===== config.mk =====
export PLATFORM = sky130hd
export DESIGN_NAME = quad_delay_line
export DESIGN_NICKNAME = d
export VERILOG_FILES = /design/src/rtl/qdl_pkg.sv /design/src/rtl/qdl_sync.sv /design/src/rtl/qdl_serial_port.sv /design/src/rtl/qdl_channel.sv /design/src/rtl/quad_delay_line.sv
export SDC_FILE = /design/constraint.sdc
export NUM_CORES = 1
export LEC_CHECK = 0
export BUFFER_PORTS_ARGS = -buffer_cell sky130_fd_sc_hd__buf_2
export CAP_MARGIN = 20
export CELL_PAD_IN_SITES_DETAIL_PLACEMENT = 1
export CELL_PAD_IN_SITES_GLOBAL_PLACEMENT = 1
export CORE_MARGIN = 10
export CORE_UTILIZATION = 40
export CTS_BUF_LIST = sky130_fd_sc_hd__clkbuf_4
export CTS_CLUSTER_SIZE = 28
export DETAILED_ROUTE_END_ITERATION = 12
export GPL_TIMING_DRIVEN = 0
export PLACE_DENSITY_LB_ADDON = 0.3
export SETUP_SLACK_MARGIN = 0.1
export SYNTH_ARGS = -nofsm -noshare
export SYNTH_HDL_FRONTEND = slang
export SYNTH_SLANG_ARGS = --single-unit

===== constraint.sdc =====
create_clock -name clk -period 2.7 [get_ports clk]
set_input_delay 0.27 -clock clk [delete_from_list [all_inputs] [get_ports clk]]
set_output_delay 0.27 -clock clk [all_outputs]
set_load 0.02 [all_outputs]

===== src/rtl/qdl_pkg.sv =====
package qdl_pkg;
  localparam int NUM_CH = 4;
  localparam int ADDR_W = 4;

  // Number of taps a channel needs: base plus largest address times step, plus one.
  function automatic int line_depth(input int base_cyc, input int step_cyc, input int addr_w);
    return base_cyc + ((1 << addr_w) - 1) * step_cyc + 1;
  endfunction
endpackage


===== src/rtl/qdl_sync.sv =====
module qdl_sync #(
  parameter int W = 1
) (
  input  logic         clk,
  input  logic         rst,
  input  logic [W-1:0] d,
  output logic [W-1:0] q
);
  logic [W-1:0] stage1, stage2;

  always_ff @(posedge clk) begin
    if (rst) begin
      stage1 <= '0;
      stage2 <= '0;
    end else begin
      stage1 <= d;
      stage2 <= stage1;
    end
  end

  assign q = stage2;
endmodule


===== src/rtl/qdl_serial_port.sv =====
module qdl_serial_port #(
  parameter int NUM_CH = 4,
  parameter int ADDR_W = 4,
  localparam int WORD_W = NUM_CH * (ADDR_W + 1),
  localparam int AFLD_W = NUM_CH * ADDR_W
) (
  input  logic              clk,
  input  logic              rst,
  input  logic              sclk_s,
  input  logic              sdi_s,
  input  logic              load_s,
  output logic              sdo_o,
  output logic [AFLD_W-1:0] addr_o,
  output logic [NUM_CH-1:0] en_o
);
  logic              sclk_d, load_d;
  logic              sclk_rise, load_rise;
  logic [WORD_W-1:0] stage_q;
  logic [AFLD_W-1:0] addr_q;
  logic [NUM_CH-1:0] en_q;

  always_ff @(posedge clk) begin
    if (rst) begin
      sclk_d <= 1'b0;
      load_d <= 1'b0;
    end else begin
      sclk_d <= sclk_s;
      load_d <= load_s;
    end
  end

  assign sclk_rise = sclk_s & ~sclk_d;
  assign load_rise = load_s & ~load_d;

  always_ff @(posedge clk) begin
    if (rst) begin
      stage_q <= '0;
    end else if (sclk_rise) begin
      stage_q <= {stage_q[WORD_W-2:0], sdi_s};
    end
  end

  always_ff @(posedge clk) begin
    if (rst) begin
      addr_q <= '0;
      en_q   <= '1;
    end else if (load_rise) begin
      addr_q <= stage_q[WORD_W-1 -: AFLD_W];
      en_q   <= stage_q[NUM_CH-1:0];
    end
  end

  assign sdo_o  = stage_q[WORD_W-1];
  assign addr_o = addr_q;
  assign en_o   = en_q;

  // a detected serial clock edge lasts exactly one sample cycle
  p_single_rise_r4: assert property (@(posedge clk) disable iff (rst)
    sclk_rise |=> !sclk_rise);

  // after a shift the bit below the top has moved onto the chain output
  p_shift_out_r4: assert property (@(posedge clk) disable iff (rst)
    sclk_rise |=> sdo_o == $past(stage_q[WORD_W-2]));

  // no serial clock edge, no movement in the staging register
  p_idle_hold_r4: assert property (@(posedge clk) disable iff (rst)
    !sclk_rise |=> $stable(stage_q));

  // live configuration moves only on a load edge
  p_hold_cfg_r6: assert property (@(posedge clk) disable iff (rst)
    !load_rise |=> ($stable(addr_o) && $stable(en_o)));
endmodule


===== src/rtl/qdl_channel.sv =====
module qdl_channel #(
  parameter int BASE_CYC = 2,
  parameter int STEP_CYC = 3,
  parameter int ADDR_W   = 4,
  localparam int DEPTH   = qdl_pkg::line_depth(BASE_CYC, STEP_CYC, ADDR_W),
  localparam int TAP_W   = $clog2(DEPTH)
) (
  input  logic              clk,
  input  logic              rst,
  input  logic              din_i,
  input  logic [ADDR_W-1:0] addr_i,
  input  logic              en_i,
  output logic              dout_o
);
  logic [DEPTH-1:0] line_q;
  logic [TAP_W-1:0] tap;

  assign tap = TAP_W'(BASE_CYC) + TAP_W'(addr_i) * TAP_W'(STEP_CYC);

  always_ff @(posedge clk) begin
    if (rst) begin
      line_q <= '0;
      dout_o <= 1'b0;
    end else begin
      line_q <= {line_q[DEPTH-2:0], din_i};
      dout_o <= en_i & line_q[tap];
    end
  end

  // a channel that was disabled drives low on the next cycle
  p_disabled_low_r7: assert property (@(posedge clk) disable iff (rst)
    !en_i |=> !dout_o);
endmodule


===== src/rtl/quad_delay_line.sv =====
module quad_delay_line #(
  parameter int BASE_CYC = 2,
  parameter int STEP_CYC = 3,
  parameter int NUM_CH   = qdl_pkg::NUM_CH,
  parameter int ADDR_W   = qdl_pkg::ADDR_W
) (
  input  logic              clk,
  input  logic              rst,
  input  logic              ser_clk,
  input  logic              ser_din,
  input  logic              ser_load,
  output logic              ser_dout,
  input  logic [NUM_CH-1:0] sig_in,
  output logic [NUM_CH-1:0] sig_out
);
  localparam int AFLD_W = NUM_CH * ADDR_W;

  logic              sclk_s, load_s, sdi_s;
  logic [AFLD_W-1:0] addr_all;
  logic [NUM_CH-1:0] en_all;

  qdl_sync #(.W(3)) u_sync (
    .clk (clk),
    .rst (rst),
    .d   ({ser_clk, ser_load, ser_din}),
    .q   ({sclk_s, load_s, sdi_s})
  );

  qdl_serial_port #(.NUM_CH(NUM_CH), .ADDR_W(ADDR_W)) u_port (
    .clk    (clk),
    .rst    (rst),
    .sclk_s (sclk_s),
    .sdi_s  (sdi_s),
    .load_s (load_s),
    .sdo_o  (ser_dout),
    .addr_o (addr_all),
    .en_o   (en_all)
  );

  for (genvar g = 0; g < NUM_CH; g++) begin : g_ch
    qdl_channel #(.BASE_CYC(BASE_CYC), .STEP_CYC(STEP_CYC), .ADDR_W(ADDR_W)) u_ch (
      .clk    (clk),
      .rst    (rst),
      .din_i  (sig_in[g]),
      .addr_i (addr_all[(NUM_CH-1-g)*ADDR_W +: ADDR_W]),
      .en_i   (en_all[NUM_CH-1-g]),
      .dout_o (sig_out[g])
    );
  end
endmodule


### Word level (Yosys, flattened, before mapping)

Cells that the tools add are included.

| cells by class | value |
|---|---|
| muxes and demuxes | 8 |
| order comparisons | 4 |
| add/subtract/negate cells | 4 |
| multipliers | 4 |
| bitwise operators | 8 |

Operators with widths:

| kind | count |
|---|---|
| < comparator 6 x 7 -> 1 bit, second input constant | 4 |
| adder 2 x 6 -> 6 bit, first input constant | 4 |
| binary-select mux 1 bit (select 6 bit) | 4 |
| multiplier 4 x 2 -> 6 bit, second input constant | 4 |
| AND 1 bit | 6 |
| two-way mux 1 bit | 4 |
| inverter 1 bit | 2 |

| word-level totals | value |
|---|---|
| output and inout bits | 5 |
| input port bits | 9 |
| register bits after elaboration | 244 |
| word-level logic and storage cells | 43 |

### Logic depth before layout (Yosys ltp)

| depth | value |
|---|---|
| depth in word-level cells | 5 |
| mapped depth | 13 |
| mapped depth without buffers | 11 |

### Cells and area by module

From an unflattened synthesis, not the netlist that was laid out.

| second synthesis, totals | value |
|---|---|
| cells, all modules | 822 |
| area total of the unflattened synthesis | 9325.2 um^2 |

Modules (own cells, without submodules):

| module | sequential area each (um^2) | times used | area an instance (um^2) | cells an instance |
|---|---|---|---|---|
| qdl_channel | 980.9 | 4 | 1888.1 | 167 |
| qdl_serial_port | 840.8 | 1 | 1615.3 | 142 |
| qdl_sync | 120.1 | 1 | 157.7 | 12 |

### Worst setup path before layout

OpenSTA, ideal clock, no wires.

| timing path | value |
|---|---|
| path kind | register to register |
| from | register u_port.addr_q[8], in the netlist u_port.addr_o[8] |
| to | register g_ch[1].u_ch.dout_o |
| cell stages (with the launch flop) | 12 |
| arrival | 2.647 ns |
| setup slack | -0.082 ns |
| path through | dfxtp_1 -> buf_6 -> inv_1 -> ha_1 -> inv_1 -> ha_1 -> fa_1 -> buf_4 -> mux4_2 -> or2b_1 -> a311oi_1 -> a2111oi_2 |

| on the way | value |
|---|---|
| longest elaborated chain between the ends | 5 |

RTL lines:

| element | line | RTL |
|---|---|---|
| start: declaration | qdl_serial_port.sv:19 | `logic [AFLD_W-1:0] addr_q;` |
| start signal: assignment | qdl_serial_port.sv:48 | `addr_q <= stage_q[WORD_W-1 -: AFLD_W];` |
| multiplier 4 x 2 -> 6 bit | qdl_channel.sv:18 | `assign tap = TAP_W'(BASE_CYC) + TAP_W'(addr_i) * TAP_W'(STEP_CYC);` |
| adder 2 x 6 -> 6 bit | qdl_channel.sv:18 |  |
| binary-select mux 1 bit (select 6 bit) | qdl_channel.sv:26 | `dout_o <= en_i & line_q[tap];` |
| two-way mux 1 bit (not written as such) | qdl_channel.sv:26 |  |
| AND 1 bit | qdl_channel.sv:26 |  |
| end signal: assignment | qdl_channel.sv:26 |  |
| end: declaration | qdl_channel.sv:13 | `output logic dout_o` |

No other way between the ends. The select of a mux whose other input is x is not followed.
A chain may end at the register's enable or synchronous reset.

### Worst setup path in the final report

| timing path | value |
|---|---|
| from | register u_port.addr_q[9], in the netlist u_port.addr_o[9] |
| to | register g_ch[1].u_ch.dout_o |

Same word-level chain as after synthesis.

==> flow_summary.json <==
{
  "drv_cap": 0,
  "drc": 0,
  "drive_gt1_frac": 0.2378,
  "final_antenna_net_count": 0,
  "dieArea_sq_um": 29220,
  "grt_first_pass_wirelength_microns": 31610,
  "p_leak_nw": 4.126,
  "rsz0062_at_grt": "true",
  "slowest_delay_ns": 0.52,
  "grt_overflow_total": 0,
  "cts_buffer_depth": 3,
  "routed_wl_microns": 18520,
  "ys_ff_latch": 244,
  "initial_utilization": 0.4049,
  "crit_slowest_cell": "fa_1",
  "finalSetupViolations": 0,
  "cp.arrival_ns": 3.08,
  "fmax_mhz": 388.6,
  "syn_inst": 814,
  "period_share": 0.9530,
  "crit_path_start_kind": "flip-flop",
  "grt_max_degree": 11,
  "wire_per_inst_microns": 14.84,
  "yosysWarnings": 0,
  "dr_total_vias": 5938,
  "core-area_sq_um": 22500,
  "fp.dieH_microns": 170.9,
  "finalClockSkew_ns": 0.03557,
  "cpMostUsedCell": "ha_4",
  "dp_hpwl_microns": 11900,
  "synth_edf_count": 0,
  "fp-row-count": 55,
  "gp_congestion": 0.7550,
  "synth.distinct_cells": 51,
  "status": "completed",
  "final_util": 0.4790,
  "power.density_nw_per_um2": 636.0,
  "syn_area_sq_um": 9112,
  "fin_nets": 955,
  "diodes": 0,
  "initialDrtViolationCount": 180,
  "cts_buffers": 66,
  "nFillCells": 2484,
  "io_buffers": 12,
  "tightest_slew_ns": 0.7928,
  "hp-class": "in -> reg",
  "gr-usage-all-layers": 0.1337,
  "synth.area.top_cells": "dfxtp_1 (54%), nor2b_1 (14%), mux4_2 (8.9%)",
  "clk_latency_ns": 0.67,
  "layout_common_cells": "dfxtp_1 (236), nor2b_1 (204), clkbuf_4 (98), nand2_1 (89), a21oi_1 (45)",
  "clock-sinks": 244,
  "synth-seq-area-share": 0.5360,
  "async_reset_ff_frac": 0,
  "clk_pin_slew_worst_paths_ns": 0.06,
  "antenna_found_initial": 0,
  "post-route-min-period_ns": 2.573,
  "syn_to_final_growth_pct": 18.29,
  "fin_hold_ws_ns": 0.3491,
  "yosys.area.top_type": "dfxtp_1",
  "end_kind": "flip-flop",
  "ys.flop_type": "dfxtp_1",
  "crit_type": "reg -> reg",
  "die_w_microns": 170.9,
  "cp_max_fo": 5,
  "first_pass_iters": 4,
  "cp.required_ns": 3.20,
  "cts.htree.levels": 3,
  "peakVddDrop_uv": 361.4,
  "final_common_cell": "dfxtp_1",
  "cts_root_buf": "clkbuf_4",
  "synthesis.nets": 848,
  "synth_top_area_frac": 0.5360,
  "viasPerCell": 4.758,
  "grt_pass1_vias": 6407,
  "cts_tree": "built",
  "finalMaxSlewViolations": 0,
  "ioPinCount": 14,
  "path_cells": "ha_4 -> ha_4 -> fa_1 -> buf_6 -> mux4_2 -> mux2i_1 -> o21ai_1 -> a31oi_2 -> a2111oi_2",
  "slew_headroom": 0.4715,
  "syn_area_per_cell_sq_um": 11.19,
  "hold_viol": 0
}
kinds of logic after synthesis:
family                     Yosys count  share of synthesized area
buffers and inverters               79                    0.04174
xor gates and xnor gates             4                   0.003845
DFF                                244                     0.5360
adders and majority gates           25                    0.03762
and+or+nand+nor                    331                     0.2029
AOI/OAI and AO/OA                   74                    0.05108
muxes                               57                     0.1267
routing by layer:
layer  share of wire  GRT usage
met2            0.46     0.2101
met5               0          0
met4           0.029    0.06049
met3           0.033    0.03917
met1            0.47     0.1664
critical path: cells and delay by family, from the launching register on:
family          cells  cell delay [ns]
mux                 2             0.67
fa+ha+maj           3             0.92
flops               1             0.36
compound gates      3             0.33
buf+inv             1             0.14
cells in the mapped netlist (2+ instances only):
master    number
nor2_1         4
o21ai_1        3
dfxtp_1      244
a31oi_1        2
a21oi_1       45
mux2i_1       10
and2_1         2
a22oi_1        4
clkbuf_1      31
inv_1         25
buf_4          8
buf_6          7
nand3b_1       6
nand2_1       89
nor3_1         3
mux2_2         2
xnor2_1        3
a211o_1        2
nor2b_1      207
a211oi_1       3
ha_1          21
nor3b_1        2
fa_1           4
nand2b_1       6
mux4_2        36
a311oi_1       3
mux4_1         8
buf_1          5
nand3_1        6
inv_2          2
layout make-up:
cell class	count	area, sq um	share of cell area
multi-input cells	491	3999	0.3710
plain buffers	51	314.1	0.02914
inverters	27	121.4	0.01126
clock buffers	98	735.7	0.06825
well taps	285	356.6	0.03308
repair buffers	40	300.3	0.02786
clock inverters	12	45.04	0.004179
flip-flops and latches	244	4907	0.4553
flip-flops by register name, indices dropped and copies added (netlist names), 3 cells and up:
| name | cells |
|---|---|
| u_sync.stage1 | 3 |
| u_sync.q | 3 |
| g_ch.u_ch.dout_o | 4 |
| u_port.stage_q | 20 |
| g_ch.u_ch.line_q | 192 |
| u_port.en_o | 4 |
| u_port.addr_o | 16 |
through the flow:
stage	instance area, sq um	cells	worst slack (ns)	setup TNS (ns)	total power [mW]
5_1_grt	10780	1248	-0.0004678	-0.0004678	7.212
4_1_cts	10630	1241	0.005079	0	7.003
6_report	10780	1248	0.1270	0	6.856
2_1_floorplan	9148	814	0.08393	0	3.789
3_3_place_gp	9564	1111	-0.1569	-0.4802	3.834
3_5_place_dp	9564	1111	-0.1692	-0.6004	3.835
final timing paths:
kind	to	slack (ns)	depth (start not counted)	start
hold / removal	g_ch[3].u_ch.line_q[41]	0.35	3	rst
setup / recovery	g_ch[1].u_ch.dout_o	0.13	9	u_port.addr_o[9]
hold reg to reg	g_ch[3].u_ch.line_q[12]	0.44	1	g_ch[3].u_ch.line_q[11]
setup reg to reg	g_ch[1].u_ch.dout_o	0.13	9	u_port.addr_o[9]
what timing repair did:
action                     in CTS  in global routing
setup buffers                  13                  8
pin swaps                      10                 15
hold buffers                    7                  0
setup endpoints to repair       4                  4
hold endpoints to repair        7                  0
resized for setup              25                 31
where the power goes:
| group | total (mW) | switching [mW] | internal, mW |
|---|---|---|---|
| Sequential | 3.62 | 0.00782 | 3.61 |
| Combinational | 0.133 | 0.0932 | 0.0401 |
| Clock | 3.10 | 1.46 | 1.64 |
Power figures use the tool's default switching activity.
